--- src/rtl/frac_baud_pkg.sv ---
// Shared widths and the configuration record of the bit-rate generator.
package frac_baud_pkg;
    parameter int unsigned BG_CD_W = 16;  // integer divisor width
    parameter int unsigned BG_FP_W = 3;   // fraction width (eighths)

    typedef enum logic [1:0] {
        SRC_PCLK = 2'd0,
        SRC_PDIV = 2'd1,
        SRC_RSVD = 2'd2,
        SRC_EXT  = 2'd3
    } src_sel_e;

    typedef struct packed {
        logic [1:0]         clk_sel;
        logic [BG_CD_W-1:0] cd;
        logic [BG_FP_W-1:0] fp;
        logic               over8;
        logic               sync_mode;
        logic               normal_mode;
    } bg_cfg_t;
endpackage

--- src/rtl/bg_src_sel.sv ---
// Source pulse selector: turns the clock-select field into a one-cycle
// enable per source cycle. Assumes ext_sclk is already synchronised.
module bg_src_sel #(
    parameter int unsigned DIV = 8
) (
    input  logic       clk,
    input  logic       rst_n,
    input  logic       restart,
    input  logic [1:0] clk_sel,
    input  logic       ext_sclk,
    output logic       src_en
);
    import frac_baud_pkg::*;
    localparam int unsigned PRE_W = (DIV > 1) ? $clog2(DIV) : 1;
    localparam logic [PRE_W-1:0] PRE_LAST = PRE_W'(DIV - 1);

    logic [PRE_W-1:0] pre_q;
    logic             ext_q;
    logic             pre_tick;
    logic             ext_rise;

    assign pre_tick = (pre_q == PRE_LAST);
    assign ext_rise = ext_sclk && !ext_q;

    // Fixed prescaler, cleared on every restart.
    always_ff @(posedge clk) begin
        if (!rst_n || restart)   pre_q <= '0;
        else if (pre_tick)       pre_q <= '0;
        else                     pre_q <= pre_q + 1'b1;
    end

    // Previous external level for edge detection; never cleared by restart.
    always_ff @(posedge clk) begin
        if (!rst_n) ext_q <= 1'b0;
        else        ext_q <= ext_sclk;
    end

    // Source enable multiplexer.
    always_comb begin
        unique case (src_sel_e'(clk_sel))
            SRC_PCLK: src_en = 1'b1;
            SRC_PDIV: src_en = pre_tick;
            SRC_EXT:  src_en = ext_rise;
            default:  src_en = 1'b0;
        endcase
    end

    a_r1_prescale_bound: assert property (@(posedge clk) disable iff (!rst_n)
        pre_q <= PRE_LAST);
endmodule

--- src/rtl/bg_frac_div.sv ---
// Modulus-controlled divider: counts source pulses up to CD or CD+1.
// A 3-bit phase accumulator supplies the modulus-control carry, which
// is latched only at a period end. Assumes fp_eff is zero when the
// fraction is not permitted.
module bg_frac_div #(
    parameter int unsigned CD_W = 16,
    parameter int unsigned FP_W = 3
) (
    input  logic            clk,
    input  logic            rst_n,
    input  logic            restart,
    input  logic            src_en,
    input  logic [CD_W-1:0] cd,
    input  logic [FP_W-1:0] fp_eff,
    output logic            per_end
);
    logic [CD_W-1:0] cnt_q;
    logic [FP_W-1:0] acc_q;
    logic            long_q;
    logic [FP_W:0]   acc_sum;
    logic [CD_W-1:0] lim;

    assign lim     = cd - CD_W'(1) + CD_W'(long_q);
    assign per_end = src_en && (cd != '0) && (cnt_q == lim);
    assign acc_sum = {1'b0, acc_q} + {1'b0, fp_eff};

    // Period counter: reload at the end, step on each source pulse.
    always_ff @(posedge clk) begin
        if (!rst_n || restart)            cnt_q <= '0;
        else if (per_end)                 cnt_q <= '0;
        else if (src_en && cd != '0)      cnt_q <= cnt_q + 1'b1;
    end

    // Phase accumulator; its carry selects the next period's modulus.
    always_ff @(posedge clk) begin
        if (!rst_n || restart) begin
            acc_q  <= '0;
            long_q <= 1'b0;
        end else if (per_end) begin
            acc_q  <= acc_sum[FP_W-1:0];
            long_q <= acc_sum[FP_W];
        end
    end

    // modulus control changes only at a period end.
    a_r6_mod_at_reload: assert property (@(posedge clk) disable iff (!rst_n)
        (!restart && !per_end) |=> $stable(long_q));
    // the count never passes the current period length.
    a_r3_cnt_bound: assert property (@(posedge clk) disable iff (!rst_n)
        (cd != '0 && !restart) |-> ({1'b0, cnt_q} <= {1'b0, cd} - 1 + long_q));
endmodule

--- src/rtl/bg_ovs_div.sv ---
// Oversampling divider: counts sampling periods into bit periods
// (16 or 8); in synchronous mode every period is a bit period.
module bg_ovs_div #(
    parameter int unsigned OVS_MAX = 16
) (
    input  logic clk,
    input  logic rst_n,
    input  logic restart,
    input  logic per_end,
    input  logic over8,
    input  logic sync_mode,
    output logic bit_end
);
    localparam int unsigned GRP_W = $clog2(OVS_MAX);
    localparam logic [GRP_W-1:0] LAST16 = GRP_W'(OVS_MAX - 1);
    localparam logic [GRP_W-1:0] LAST8  = GRP_W'(OVS_MAX / 2 - 1);

    logic [GRP_W-1:0] grp_q;
    logic [GRP_W-1:0] last;

    assign last    = over8 ? LAST8 : LAST16;
    assign bit_end = per_end && (sync_mode || grp_q == last);

    // Group counter over sampling periods.
    always_ff @(posedge clk) begin
        if (!rst_n || restart)          grp_q <= '0;
        else if (per_end && !sync_mode) grp_q <= (grp_q == last) ? '0 : grp_q + 1'b1;
    end

    a_r2_group_bound: assert property (@(posedge clk) disable iff (!rst_n)
        !restart |-> grp_q <= last);
endmodule

--- src/rtl/frac_baud_gen.sv ---
// Fractional-N serial bit-rate generator top. Detects configuration
// changes, selects the bypass path for the external synchronous clock
// and registers both strobes. Assumes all inputs are in the clk domain.
module frac_baud_gen #(
    parameter int unsigned DIV = 8
) (
    input  logic        clk,
    input  logic        rst_n,
    input  logic [1:0]  clk_sel,
    input  logic [15:0] div_int,
    input  logic [2:0]  div_frac,
    input  logic        over8,
    input  logic        sync_mode,
    input  logic        normal_mode,
    input  logic        ext_sclk,
    output logic        sample_tick,
    output logic        baud_tick,
    output logic        active
);
    import frac_baud_pkg::*;

    bg_cfg_t cfg, cfg_q;
    logic    restart, src_en, per_end, bit_end, bypass, frac_ok;
    logic [BG_FP_W-1:0] fp_eff;

    assign cfg     = '{clk_sel: clk_sel, cd: div_int, fp: div_frac,
                       over8: over8, sync_mode: sync_mode, normal_mode: normal_mode};
    assign restart = (cfg != cfg_q);
    assign bypass  = sync_mode && (clk_sel == 2'(SRC_EXT));
    assign frac_ok = normal_mode && !sync_mode;
    assign fp_eff  = frac_ok ? div_frac : '0;
    assign active  = bypass || (div_int != '0 && clk_sel != 2'(SRC_RSVD));

    // Remember the configuration to detect changes.
    always_ff @(posedge clk) begin
        if (!rst_n) cfg_q <= '0;
        else        cfg_q <= cfg;
    end

    bg_src_sel #(.DIV(DIV)) u_src (
        .clk(clk), .rst_n(rst_n), .restart(restart),
        .clk_sel(clk_sel), .ext_sclk(ext_sclk), .src_en(src_en));

    bg_frac_div #(.CD_W(BG_CD_W), .FP_W(BG_FP_W)) u_div (
        .clk(clk), .rst_n(rst_n), .restart(restart), .src_en(src_en),
        .cd(div_int), .fp_eff(fp_eff), .per_end(per_end));

    bg_ovs_div #(.OVS_MAX(16)) u_ovs (
        .clk(clk), .rst_n(rst_n), .restart(restart), .per_end(per_end),
        .over8(over8), .sync_mode(sync_mode), .bit_end(bit_end));

    // Output strobe registers, silenced on restart.
    always_ff @(posedge clk) begin
        if (!rst_n || restart) begin
            sample_tick <= 1'b0;
            baud_tick   <= 1'b0;
        end else begin
            sample_tick <= bypass ? src_en : per_end;
            baud_tick   <= bypass ? src_en : bit_end;
        end
    end

    a_r4_baud_with_sample: assert property (@(posedge clk) disable iff (!rst_n)
        baud_tick |-> sample_tick);
    a_r9_idle_no_tick: assert property (@(posedge clk) disable iff (!rst_n)
        !active |=> !sample_tick && !baud_tick);
    a_r10_restart_quiet: assert property (@(posedge clk) disable iff (!rst_n)
        restart |=> !sample_tick && !baud_tick);
endmodule

--- config.mk ---
export PLATFORM = sky130hd
export DESIGN_NAME = frac_baud_gen
export DESIGN_NICKNAME = d
export VERILOG_FILES = /design/src/rtl/frac_baud_pkg.sv /design/src/rtl/bg_src_sel.sv /design/src/rtl/bg_frac_div.sv /design/src/rtl/bg_ovs_div.sv /design/src/rtl/frac_baud_gen.sv
export SDC_FILE = /design/constraint.sdc
export NUM_CORES = 1
export LEC_CHECK = 0
export CORE_ASPECT_RATIO = 1.25
export CORE_UTILIZATION = 51
export CTS_CLUSTER_SIZE = 24
export DETAILED_ROUTE_END_ITERATION = 10
export PLACE_DENSITY_LB_ADDON = 0.25
export SETUP_SLACK_MARGIN = 0.3
export SYNTH_ARGS = -nofsm -noshare
export SYNTH_HDL_FRONTEND = slang
export SYNTH_HIERARCHICAL = 1
export SYNTH_SLANG_ARGS = --single-unit
--- constraint.sdc ---
create_clock -name clk -period 4 [get_ports clk]
set_input_delay 0.8 -clock clk [delete_from_list [all_inputs] [get_ports clk]]
set_output_delay 0.8 -clock clk [all_outputs]
set_load 0.01 [all_outputs]
Yosys cells after proc, flatten, opt, wreduce, memory -nomap -nowiden
Cells that the tools add are included.
- add/sub/neg operators: 6
- multiply operators: 0
- divide/modulo/power cells: 0
- magnitude comparators: 0
- equality and inequality tests: 7
- shifts and indexed selects: 0
- muxes and demuxes: 6
- bitwise operators: 0
- reduce and logical (&&, ||, !) cells: 18
- operators by type and width (operator ; count):
    $ne 24x24->1 ; 1
    $add 16x1->16 ; 1
    $add 16x1->16 const B ; 1
    $eq 16x16->1 ; 1
    $reduce_bool 16->1 ; 1
    $sub 16x1->16 const B ; 1
    $logic_and 1x1->1 ; 8
    $mux 4 ; 2
    $add 3x3->4 ; 1
    $add 4x1->4 const B ; 1
    $eq 4x4->1 ; 1
    $reduce_or 2->1 ; 2
    $add 3x1->3 const B ; 1
    $eq 3x3->1 const B ; 1
    $logic_not 1->1 ; 3
    $logic_or 1x1->1 ; 3
    $mux 3 ; 1
    $pmux 1 s3 ; 1
    $eq 2x1->1 const B ; 1
    $eq 2x2->1 const B ; 1
    $logic_not 2->1 ; 1
    $mux 1 ; 2
    $ne 2x2->1 const B ; 1
- register bits: 54
- bits in latches: 0
- RAM bits: 0
- ROM bits: 0
- bits of input ports: 27
- output and inout bits: 3
- logic and storage cells: 51
- memories kept: 0

Depth between registers and ports, before layout
Gate-level depths: netlist of run 1.
- depth after elaboration: 7
- depth in mapped cells: 12
- gate-level depth less buffers: 12

Cells and area by module
The synthesis of run 1 kept the hierarchy.
- by module, submodules not included (module ; times used ; cells each ; area an instance (um^2) ; seq. area each (um^2)):
    bg_frac_div ; 1 ; 215 ; 1798.0 ; 400.4
    frac_baud_gen ; 1 ; 102 ; 1061.0 ; 520.5
    bg_ovs_div ; 1 ; 28 ; 241.5 ; 80.1
    bg_src_sel ; 1 ; 14 ; 167.7 ; 80.1

Worst setup path before layout of run 1
Ideal clock, no wire load.
- kind: in2reg
- start: in div_int[0]
- end: reg baud_tick
- setup time: 0.096 ns
- arrival: 3.286 ns
- required time: 3.904 ns
- path slack: 0.618 ns
- cell stages on the path: 12
- buffers on the path: 0
- cells stage by stage: inv_1 > ha_1 > ha_1 > or3b_2 > or4_1 > nand3_1 > or2_2 > and4_1 > and4_1 > o21a_1 > mux2i_1 > nor4b_1
- cells in the longest elaborated chain, start to end: 6
- elaborated cells between the ends (all ways): 10
- classes of those cells: add/sub: 2; eq/ne: 2; mux: 1; reduce/logical: 5
- ends and longest elaborated chain (element ; line ; source):
    start, declared ; frac_baud_gen.sv:10 ; input logic [15:0] div_int,
    $sub 16x1->16 ; bg_frac_div.sv:23 ; assign lim = cd - CD_W'(1) + CD_W'(long_q);
    $add 16x1->16 ; bg_frac_div.sv:23 ;
    $eq 16x16->1 ; bg_frac_div.sv:24 ; assign per_end = src_en && (cd != '0) && (cnt_q == lim);
    $logic_and 1x1->1 * ; bg_frac_div.sv:24 ;
    named net per_end ; frac_baud_gen.sv:23 ; logic restart, src_en, per_end, bit_end, bypass, frac_ok;
    $logic_and 1x1->1 * ; bg_ovs_div.sv:22 ; assign bit_end = per_end && (sync_mode || grp_q == last);
    named net bit_end ; frac_baud_gen.sv:23 ;
    $mux 1 * ; frac_baud_gen.sv:59 ; baud_tick <= bypass ? src_en : bit_end;
    end signal, assigned ; frac_baud_gen.sv:59 ;
    end, declared ; frac_baud_gen.sv:17 ; output logic baud_tick,
The timed path passes the listed nets; every way through them passes the cells marked *.
A chain may end at the register's enable or synchronous reset.

Worst setup path in the final report of run 1
- start: in div_int[9]
- end: out active
- cells in the longest elaborated chain, start to end: 3
- ends and longest elaborated chain (element ; line ; source):
    $reduce_bool 16->1 ; frac_baud_gen.sv:32 ; assign active = bypass || (div_int != '0 && clk_sel != 2'(SRC_RSVD));
    $logic_and 1x1->1 ; frac_baud_gen.sv:32 ;
    $logic_or 1x1->1 ; frac_baud_gen.sv:32 ;
    end, declared ; frac_baud_gen.sv:18 ; output logic active
Every way passes these cells.

==> results of run 1 <==
## repair_timing
| action | 4_1_cts | 5_1_grt |
|---|---|---|
| gates resized for setup | 0 | 7 |
| setup endpoints to repair | 0 | 6 |
| hold endpoints to repair | 0 | 0 |
## worst min-delay path, delay by kind of cell, from the launching register on
kind             cells  cell delay [ps]
DFF                  1              320
muxes                1               50
and+or+nand+nor      1               50
## registers in the layout, indices dropped and copies added, names as in the netlist
| name | cells |
|---|---|
| cfg_q | 24 |
| u_src/pre_q | 3 |
| u_div/acc_q | 3 |
| u_src/ext_q | 1 |
| u_ovs/grp_q | 4 |
| sample_tick | 1 |
| u_div/cnt_q | 16 |
| u_div/long_q | 1 |
| baud_tick | 1 |
## report_power, final
group / total, µW / switching (µW) / internal (µW)
registers: 556 / 5.41 / 551
logic: 156 / 80.0 / 76.0
clock network: 451 / 184 / 267
total: 1160 / 269 / 894
## area by class of cell
type                    count  area [µm²]  area share
inverters                  11       41.29     0.01053
well taps                  85       106.4     0.02711
multi-input cells         282        2091      0.5330
clock buffers               6       82.58     0.02105
clock inverters             2       60.06     0.01531
flip-flops and latches     54        1081      0.2756
repair buffers             50       460.4      0.1174
## metal layers
metal	wire length (µm)	up-vias
met5	0	-
met4	246	0
met3	330	20
met2	3960	79
met1	3325	1268
li1	-	1363
## kinds of logic (layout without fill, tap and decap cells)
logic type	count (synthesis)	in the layout	synth area share
compound gates	35	35	0.07656
xor+xnor	62	62	0.1662
fa+ha+maj	10	10	0.04058
buf+inv	23	69	0.03675
flops	54	54	0.3308
mux	7	7	0.02144
simple gates	168	168	0.3277
## metrics by stage
stage	total power [µW]	utilization	worst slack (ps)	hold slack, ps	cells
after floorplan	640.4	-	617.8	438.5	359
after global placement	718.9	0.6092	119.8	449.0	482
after detailed placement	721.8	0.6092	21.00	461.5	482
after CTS	1170	0.6323	307.7	474.9	490
after global routing	1206	0.6362	322.0	502.2	490
final	1163	0.6362	470.7	471.4	490
## placed cells by master (no fill, tap or decap), types with 3 or more instances in the layout
cell type / count
sky130_fd_sc_hd__a211oi_1: 4
sky130_fd_sc_hd__a21oi_1: 5
sky130_fd_sc_hd__and2_1: 27
sky130_fd_sc_hd__and2_2: 3
sky130_fd_sc_hd__and2b_2: 3
sky130_fd_sc_hd__and4_1: 4
sky130_fd_sc_hd__buf_4: 20
sky130_fd_sc_hd__clkbuf_8: 6
sky130_fd_sc_hd__clkdlybuf4s50_1: 29
sky130_fd_sc_hd__dfxtp_1: 54
sky130_fd_sc_hd__ha_1: 8
sky130_fd_sc_hd__inv_1: 10
sky130_fd_sc_hd__mux2i_1: 7
sky130_fd_sc_hd__nand2_1: 19
sky130_fd_sc_hd__nand2b_1: 5
sky130_fd_sc_hd__nand3_1: 10
sky130_fd_sc_hd__nand4_1: 10
sky130_fd_sc_hd__nor2_1: 14
sky130_fd_sc_hd__nor2b_1: 4
sky130_fd_sc_hd__nor3_1: 14
sky130_fd_sc_hd__nor3_2: 11
sky130_fd_sc_hd__nor3b_1: 4
sky130_fd_sc_hd__nor4_1: 15
sky130_fd_sc_hd__o2111ai_1: 4
sky130_fd_sc_hd__o211ai_1: 4
sky130_fd_sc_hd__o21ai_0: 5
sky130_fd_sc_hd__or3_1: 3
sky130_fd_sc_hd__xnor2_1: 22
sky130_fd_sc_hd__xor2_1: 40
## worst min-delay path by stage
| stage | slack [ps] | from | endpoint | cells past startpoint |
|---|---|---|---|---|
| after global routing | 500 | u_div/acc_q[2]$_SDFFE_PP0P_ | u_div/acc_q[2]$_SDFFE_PP0P_ | 2 |
| after floorplan | 440 | u_div/acc_q[0]$_SDFFE_PP0P_ | u_div/acc_q[0]$_SDFFE_PP0P_ | 2 |
| final | 470 | u_div/acc_q[2]$_SDFFE_PP0P_ | u_div/acc_q[2]$_SDFFE_PP0P_ | 2 |
| after global placement | 450 | u_div/acc_q[0]$_SDFFE_PP0P_ | u_div/acc_q[0]$_SDFFE_PP0P_ | 2 |
| after detailed placement | 460 | u_div/acc_q[2]$_SDFFE_PP0P_ | u_div/acc_q[2]$_SDFFE_PP0P_ | 2 |
| after CTS | 470 | u_div/acc_q[2]$_SDFFE_PP0P_ | u_div/acc_q[2]$_SDFFE_PP0P_ | 2 |
==> metrics.txt, run 1 <==
# TYPE chip_impl_metric gauge
chip_impl_metric{name="count_of_cell_types_in_the_netlist",unit=""} 57
chip_impl_metric{name="worst-path-buf-inv",unit=""} 2
chip_impl_metric{name="detailroute.via_count",unit=""} 2730
chip_impl_info{name="unrepaired_setup_endpoints_after_global_routing",value="false"} 1
chip_impl_metric{name="clock_latency",unit="ps"} 310
chip_impl_metric{name="cp_num_cells",unit=""} 6
chip_impl_metric{name="use_met2",unit=""} 0.4343
chip_impl_metric{name="worst_slew_pin_slew",unit="ps"} 487.5
chip_impl_info{name="worst_setup_path_start_kind",value="primary input"} 1
chip_impl_metric{name="first_pass_iters",unit=""} 4
chip_impl_metric{name="grt_usage",unit=""} 0.2521
chip_impl_metric{name="floorplan.die.width",unit="µm"} 73.60
chip_impl_info{name="cts.root.buffer_cell",value="sky130_fd_sc_hd__clkbuf_8"} 1
chip_impl_metric{name="drtIter0Drc",unit=""} 138
chip_impl_metric{name="post_route_cells_drive_above_1_share",unit=""} 0.1506
chip_impl_metric{name="skew",unit="ps"} 12.99
chip_impl_metric{name="n_antenna_cell",unit=""} 0
chip_impl_metric{name="required",unit="ps"} 3200
chip_impl_metric{name="synth_edf_count",unit=""} 0
chip_impl_info{name="worstPathCellList",value="clkdlybuf4s50_1, nor4_1, nand3_1, nor4_1, a21oi_1, clkdlybuf4s50_1"} 1
chip_impl_metric{name="route.detailed.drc",unit=""} 0
chip_impl_info{name="synth-main-ff-cell",value="sky130_fd_sc_hd__dfxtp_1"} 1
chip_impl_metric{name="grt_pass1_wl",unit="µm"} 12890
chip_impl_metric{name="fillerInstances",unit=""} 547
chip_impl_metric{name="setup-tns-final",unit="ps"} 0
chip_impl_metric{name="post_drt_via_cell_ratio",unit=""} 5.571
chip_impl_metric{name="gpl_wtd_cong",unit=""} 0.9464
chip_impl_metric{name="vias_in_the_first_global_route",unit=""} 2705
chip_impl_metric{name="number_of_nets_produced_by_synthesis",unit=""} 396
chip_impl_metric{name="timing.slew.headroom",unit=""} 0.6720
chip_impl_metric{name="yosys_warnings",unit=""} 6
chip_impl_metric{name="leakage_power",unit="µW"} 0.001428
chip_impl_metric{name="gr-usage-met3",unit=""} 0.03663
chip_impl_metric{name="syn-cell-area",unit="µm²"} 3268
chip_impl_metric{name="min_period_over_period",unit=""} 0.8823
chip_impl_info{name="tritoncts",value="yes"} 1
chip_impl_metric{name="final_nets",unit=""} 441
chip_impl_info{name="run_status",value="finished, final reports clean"} 1
chip_impl_metric{name="port_buffers",unit=""} 29
chip_impl_metric{name="antenna_left",unit=""} 0
chip_impl_metric{name="report.final.hold_viol_count",unit=""} 0
chip_impl_metric{name="routedWlPerCell",unit="µm"} 16.04
chip_impl_metric{name="maxSlewViolCount",unit=""} 0
chip_impl_info{name="netlist_top_cells_count",value="sky130_fd_sc_hd__dfxtp_1, sky130_fd_sc_hd__xor2_1, sky130_fd_sc_hd__and2_1, sky130_fd_sc_hd__xnor2_1, sky130_fd_sc_hd__nand2_1"} 1
chip_impl_metric{name="start_util",unit=""} 0.5300
chip_impl_info{name="yosys.cell_count.top_type",value="sky130_fd_sc_hd__dfxtp_1"} 1
chip_impl_metric{name="timing.critical_path.slowest_cell_delay",unit="ps"} 630
chip_impl_metric{name="reg2reg_setup_slack",unit="ps"} 1120
chip_impl_metric{name="synth_cells",unit=""} 359
chip_impl_metric{name="grt_antenna_before_repair",unit=""} 0
chip_impl_metric{name="max_cap_viol_count",unit=""} 0
chip_impl_metric{name="synth_top_area_frac",unit=""} 0.3308
chip_impl_metric{name="clkSinkCount",unit=""} 54
chip_impl_metric{name="fin_area",unit="µm²"} 3923
chip_impl_metric{name="route.final.wire_length",unit="µm"} 7862
chip_impl_info{name="gr-max-usage-layer",value="met2"} 1
chip_impl_info{name="synth_top_cells_by_area",value="sky130_fd_sc_hd__dfxtp_1, sky130_fd_sc_hd__xor2_1, sky130_fd_sc_hd__xnor2_1"} 1
chip_impl_info{name="hold_path_class",value="flop to flop"} 1
chip_impl_info{name="critical-path-slowest-cell",value="sky130_fd_sc_hd__clkdlybuf4s50_1"} 1
chip_impl_metric{name="postSynth.asyncResetShare",unit=""} 0
chip_impl_metric{name="power-per-cell-area",unit="nW/µm²"} 296.5
chip_impl_metric{name="clk_slew_on_worst_s_h_paths",unit="ps"} 90
chip_impl_metric{name="met1_usage",unit=""} 0.3071
chip_impl_metric{name="dp_hpwl",unit="µm"} 5916
chip_impl_metric{name="die_h",unit="µm"} 91.50
chip_impl_metric{name="io_pins",unit=""} 30
chip_impl_info{name="category_of_the_most_critical_setup_path",value="primary input to output port"} 1
chip_impl_metric{name="cts_post_setup_buffers_inserted",unit=""} 0
chip_impl_metric{name="final_period_minus_worst_setup_slack",unit="ps"} 3529
chip_impl_metric{name="synth-seq-cells",unit=""} 54
chip_impl_metric{name="placed_area",unit="µm²"} 3756
chip_impl_metric{name="area_of_the_core_region",unit="µm²"} 6166
chip_impl_metric{name="dieArea",unit="µm²"} 6734
chip_impl_metric{name="grt_start_max_net_pins",unit=""} 19
chip_impl_metric{name="h-tree-depth",unit=""} 2
chip_impl_metric{name="path_max_fanout",unit=""} 9
chip_impl_info{name="setup.worst_path.start",value="div_int[9]"} 1
chip_impl_metric{name="vdd.ir_drop.worst",unit="µV"} 175.7
chip_impl_metric{name="clock_tree.buffer_depth",unit=""} 2
chip_impl_metric{name="data_arrival_time_of_the_critical_path",unit="ps"} 2730
chip_impl_info{name="critPathCaptureType",value="output port"} 1
chip_impl_metric{name="worst_r2r_path_depth",unit=""} 12
chip_impl_info{name="cp_top_family",value="buffers and inverters"} 1
chip_impl_metric{name="report.final.setup_viol",unit=""} 0
chip_impl_info{name="worst_r2r_startpoint",value="u_div/long_q$_SDFFE_PP0P_"} 1
chip_impl_metric{name="fp-row-count",unit=""} 32
chip_impl_metric{name="synth_area_per_cell",unit="µm²"} 9.103
chip_impl_metric{name="number_of_buffers_inserted_during_clock_tree_synthesis",unit=""} 5
chip_impl_metric{name="layout_overhead_on_the_synthesized_area",unit="%"} 20.02
chip_impl_info{name="netlist.top_cell.by_area",value="sky130_fd_sc_hd__dfxtp_1"} 1
chip_impl_info{name="critical_path.endpoint",value="active"} 1
chip_impl_metric{name="hold_buffers",unit=""} 0
chip_impl_info{name="crit-reg2reg-capture",value="u_ovs/grp_q[3]$_SDFFE_PP0P_"} 1
chip_impl_metric{name="globalRoute.totalOverflow",unit=""} 0
chip_impl_metric{name="fmax",unit="GHz"} 0.2833
chip_impl_metric{name="yosysSeqAreaShare",unit=""} 0.3308
Note: power is estimated with default switching activity, not from simulation.
==> run 2, diff against run 1 <==
==> constraint.sdc (replaced) <==
create_clock -name clk -period 3.65 [get_ports clk]
set_input_delay 0.73 -clock clk [delete_from_list [all_inputs] [get_ports clk]]
set_output_delay 0.73 -clock clk [all_outputs]
set_load 0.01 [all_outputs]
==> run 2 against run 1 <==
  * Combinational power increased by 16%
  * Final cell count increased by 2.0%
  * Sequential cell count unchanged
  * Clock power decreased by 20%
  * Critical path type unchanged
  * Critical endpoint unchanged
==> metrics.txt, run 2 (synthesis gave the netlist of run 1 again) <==
# TYPE chip_impl_metric gauge
chip_impl_metric{name="met1_usage",unit=""} 0.2961
chip_impl_metric{name="placed_insts",unit=""} 490
chip_impl_metric{name="final_nets",unit=""} 451
chip_impl_metric{name="post_route_cells_drive_above_1_share",unit=""} 0.1976
chip_impl_metric{name="clk_slew_on_worst_s_h_paths",unit="ps"} 90
chip_impl_metric{name="use_met2",unit=""} 0.4526
chip_impl_metric{name="power-per-cell-area",unit="nW/µm²"} 285.6
chip_impl_info{name="final_common_cell",value="sky130_fd_sc_hd__dfxtp_1"} 1
chip_impl_metric{name="hold_buffers",unit=""} 0
chip_impl_metric{name="maxSlewViolCount",unit=""} 0
chip_impl_metric{name="vdd.ir_drop.worst",unit="µV"} 171.7
chip_impl_metric{name="required",unit="ps"} 2920
chip_impl_metric{name="data_arrival_time_of_the_critical_path",unit="ps"} 2530
chip_impl_metric{name="fp-row-count",unit=""} 32
chip_impl_metric{name="worst_slew_pin_slew",unit="ps"} 741.3
chip_impl_info{name="worst_r2r_startpoint",value="u_div/long_q$_SDFFE_PP0P_"} 1
chip_impl_metric{name="post_drt_via_cell_ratio",unit=""} 5.508
chip_impl_metric{name="clkSinkCount",unit=""} 54
chip_impl_metric{name="layout_overhead_on_the_synthesized_area",unit="%"} 23.09
chip_impl_metric{name="final.hold.worst_slack",unit="ps"} 472.4
chip_impl_metric{name="grt_start_max_net_pins",unit=""} 26
chip_impl_metric{name="drtIter0Drc",unit=""} 93
chip_impl_metric{name="die_h",unit="µm"} 91.50
chip_impl_metric{name="worst_r2r_path_depth",unit=""} 11
chip_impl_metric{name="dieArea",unit="µm²"} 6734
chip_impl_info{name="critPathCaptureType",value="output port"} 1
chip_impl_metric{name="reg2reg_setup_slack",unit="ps"} 830
chip_impl_metric{name="skew",unit="ps"} 10.91
chip_impl_metric{name="report.final.setup_viol",unit=""} 0
chip_impl_metric{name="clock_power_share",unit=""} 0.312
chip_impl_info{name="hold_path_class",value="flop to flop"} 1
chip_impl_metric{name="grt_antenna_before_repair",unit=""} 0
chip_impl_metric{name="detailroute.via_count",unit=""} 2754
chip_impl_metric{name="seq_power_share",unit=""} 0.530
chip_impl_metric{name="report.final.hold_viol_count",unit=""} 0
chip_impl_metric{name="hold_path_depth",unit=""} 2
chip_impl_metric{name="gpl_wtd_cong",unit=""} 0.9650
chip_impl_metric{name="leakage_power",unit="µW"} 0.001474
chip_impl_metric{name="port_buffers",unit=""} 29
chip_impl_metric{name="finish.utilization",unit=""} 0.6524
chip_impl_metric{name="clock_tree.buffer_depth",unit=""} 2
chip_impl_metric{name="timing.slew.headroom",unit=""} 0.5042
chip_impl_metric{name="largest_register_ffs",unit=""} 24
chip_impl_metric{name="globalRoute.totalOverflow",unit=""} 0
chip_impl_metric{name="area_of_the_core_region",unit="µm²"} 6166
chip_impl_info{name="holdCritStartpoint",value="u_div/acc_q[0]$_SDFFE_PP0P_"} 1
chip_impl_metric{name="route.detailed.drc",unit=""} 0
chip_impl_metric{name="first_pass_iters",unit=""} 4
chip_impl_metric{name="number_of_buffers_inserted_during_clock_tree_synthesis",unit=""} 5
chip_impl_metric{name="clock_latency",unit="ps"} 310
chip_impl_info{name="layout.cells.most_common_list",value="sky130_fd_sc_hd__dfxtp_1, sky130_fd_sc_hd__xor2_1, sky130_fd_sc_hd__buf_4"} 1
chip_impl_info{name="tritoncts",value="yes"} 1
chip_impl_metric{name="routedWlPerCell",unit="µm"} 16.20
chip_impl_info{name="gr-max-usage-layer",value="met2"} 1
chip_impl_metric{name="max_cap_viol_count",unit=""} 0
chip_impl_metric{name="internal_power",unit="µW"} 849.3
chip_impl_info{name="run_status",value="finished, final reports clean"} 1
chip_impl_metric{name="switching_share",unit=""} 0.2607
chip_impl_info{name="crit-reg2reg-capture",value="u_div/acc_q[1]$_SDFFE_PP0P_"} 1
chip_impl_metric{name="dp_hpwl",unit="µm"} 6335
chip_impl_metric{name="io_pins",unit=""} 30
chip_impl_info{name="max_flop_register",value="cfg_q"} 1
chip_impl_metric{name="final_period_minus_worst_setup_slack",unit="ps"} 3260
chip_impl_metric{name="fmax",unit="GHz"} 0.3068
chip_impl_metric{name="start_util",unit=""} 0.5300
chip_impl_metric{name="final-instance-count-excl-fill",unit=""} 500
chip_impl_metric{name="antenna_left",unit=""} 0
chip_impl_info{name="holdPathEnd",value="u_div/acc_q[0]$_SDFFE_PP0P_"} 1
chip_impl_info{name="unrepaired_setup_endpoints_after_global_routing",value="false"} 1
chip_impl_metric{name="floorplan.die.width",unit="µm"} 73.60
chip_impl_metric{name="vias_in_the_first_global_route",unit=""} 2642
chip_impl_info{name="cts.root.buffer_cell",value="sky130_fd_sc_hd__clkbuf_8"} 1
chip_impl_info{name="layout_top_registers",value="cfg_q x24, u_div/cnt_q x16, u_ovs/grp_q x4"} 1
chip_impl_metric{name="path_max_fanout",unit=""} 7
chip_impl_metric{name="net-switching-power",unit="µW"} 299.4
chip_impl_metric{name="grt_pass1_wl",unit="µm"} 12770
chip_impl_metric{name="min_period_over_period",unit=""} 0.8931
chip_impl_metric{name="grt_usage",unit=""} 0.2501
chip_impl_metric{name="gr-usage-met3",unit=""} 0.03441
chip_impl_info{name="category_of_the_most_critical_setup_path",value="primary input to output port"} 1
chip_impl_metric{name="pwr-share-comb",unit=""} 0.157
chip_impl_metric{name="route.final.wire_length",unit="µm"} 8102
chip_impl_info{name="worst_setup_path_start_kind",value="primary input"} 1
chip_impl_metric{name="h-tree-depth",unit=""} 2
chip_impl_metric{name="n_antenna_cell",unit=""} 0
-- run 2: cell count changes in the layout (fill, tap and decap cells not counted), moves of 2 or more --
cell	before	now
sky130_fd_sc_hd__nor4_2	1	6
sky130_fd_sc_hd__nor4_1	15	10
sky130_fd_sc_hd__a211oi_2	0	2
sky130_fd_sc_hd__buf_4	20	30
sky130_fd_sc_hd__clkdlybuf4s50_1	29	27
sky130_fd_sc_hd__bufinv_16	2	0
sky130_fd_sc_hd__a211oi_1	4	2
-- run 2: worst max-delay path by stage --
stage / cells after the start / from / end
floorplan: 12 / div_int[0] / baud_tick$_SDFF_PP0_
global placement: 13 / div_int[0] / u_ovs/grp_q[1]$_SDFFE_PP0P_
detailed placement: 13 / div_int[0] / baud_tick$_SDFF_PP0_
CTS: 13 / div_int[0] / baud_tick$_SDFF_PP0_
global route: 7 / div_int[6] / active
finish: 7 / div_int[6] / active
-- run 2: power by group through the flow --
stage               Sequential (µW)  Clock, µW  Combinational, µW
floorplan                       622          0               79.6
global placement                623          0                172
detailed placement              623          0                174
CTS                             610        373                177
global route                    611        395                195
finish                          609        359                181
-- run 2: area by class of cell --
class	count	area (µm²)
clock buffers	6	82.58
clock inverters	2	16.27
fillers	563	2143
inverters	11	41.29
multi-input cells	282	2158
flip-flops and latches	54	1081
well taps	85	106.4
repair buffers	60	536.8
-- run 2: per-stage QoR --
step | TNS [ps] | cell area (µm²) | setup WS, ps | power, µW
floorplan | 0 | 3268 | 337.8 | 701.8
global placement | -280.6 | 3816 | -83.82 | 795.0
detailed placement | -584.0 | 3816 | -179.1 | 797.6
CTS | 0 | 3960 | 299.1 | 1160
global route | 0 | 4023 | 280.1 | 1200
finish | 0 | 4023 | 390.3 | 1149
-- run 2: critical path, stage by stage --
cell	delay, ps
sky130_fd_sc_hd__clkdlybuf4s50_1	470
sky130_fd_sc_hd__buf_4	200
sky130_fd_sc_hd__nor4_2	230
sky130_fd_sc_hd__nand3_1	150
sky130_fd_sc_hd__nor4_2	200
sky130_fd_sc_hd__a21oi_1	70
sky130_fd_sc_hd__clkdlybuf4s50_1	480
-- run 2: layer usage --
layer / vias up / routed length (µm)
met5: - / 0
met4: 0 / 142
met3: 10 / 228
met2: 48 / 4345
met1: 1314 / 3385
li1: 1382 / -
-- run 2: repair_timing --
item                                    in CTS  in global routing
resized for setup                           10                 11
endpoints found under the setup margin       6                 25
setup buffers                                2                  0
cloned                                       0                  0
pin swaps                                    2                  7
hold endpoints to repair                     0                  0
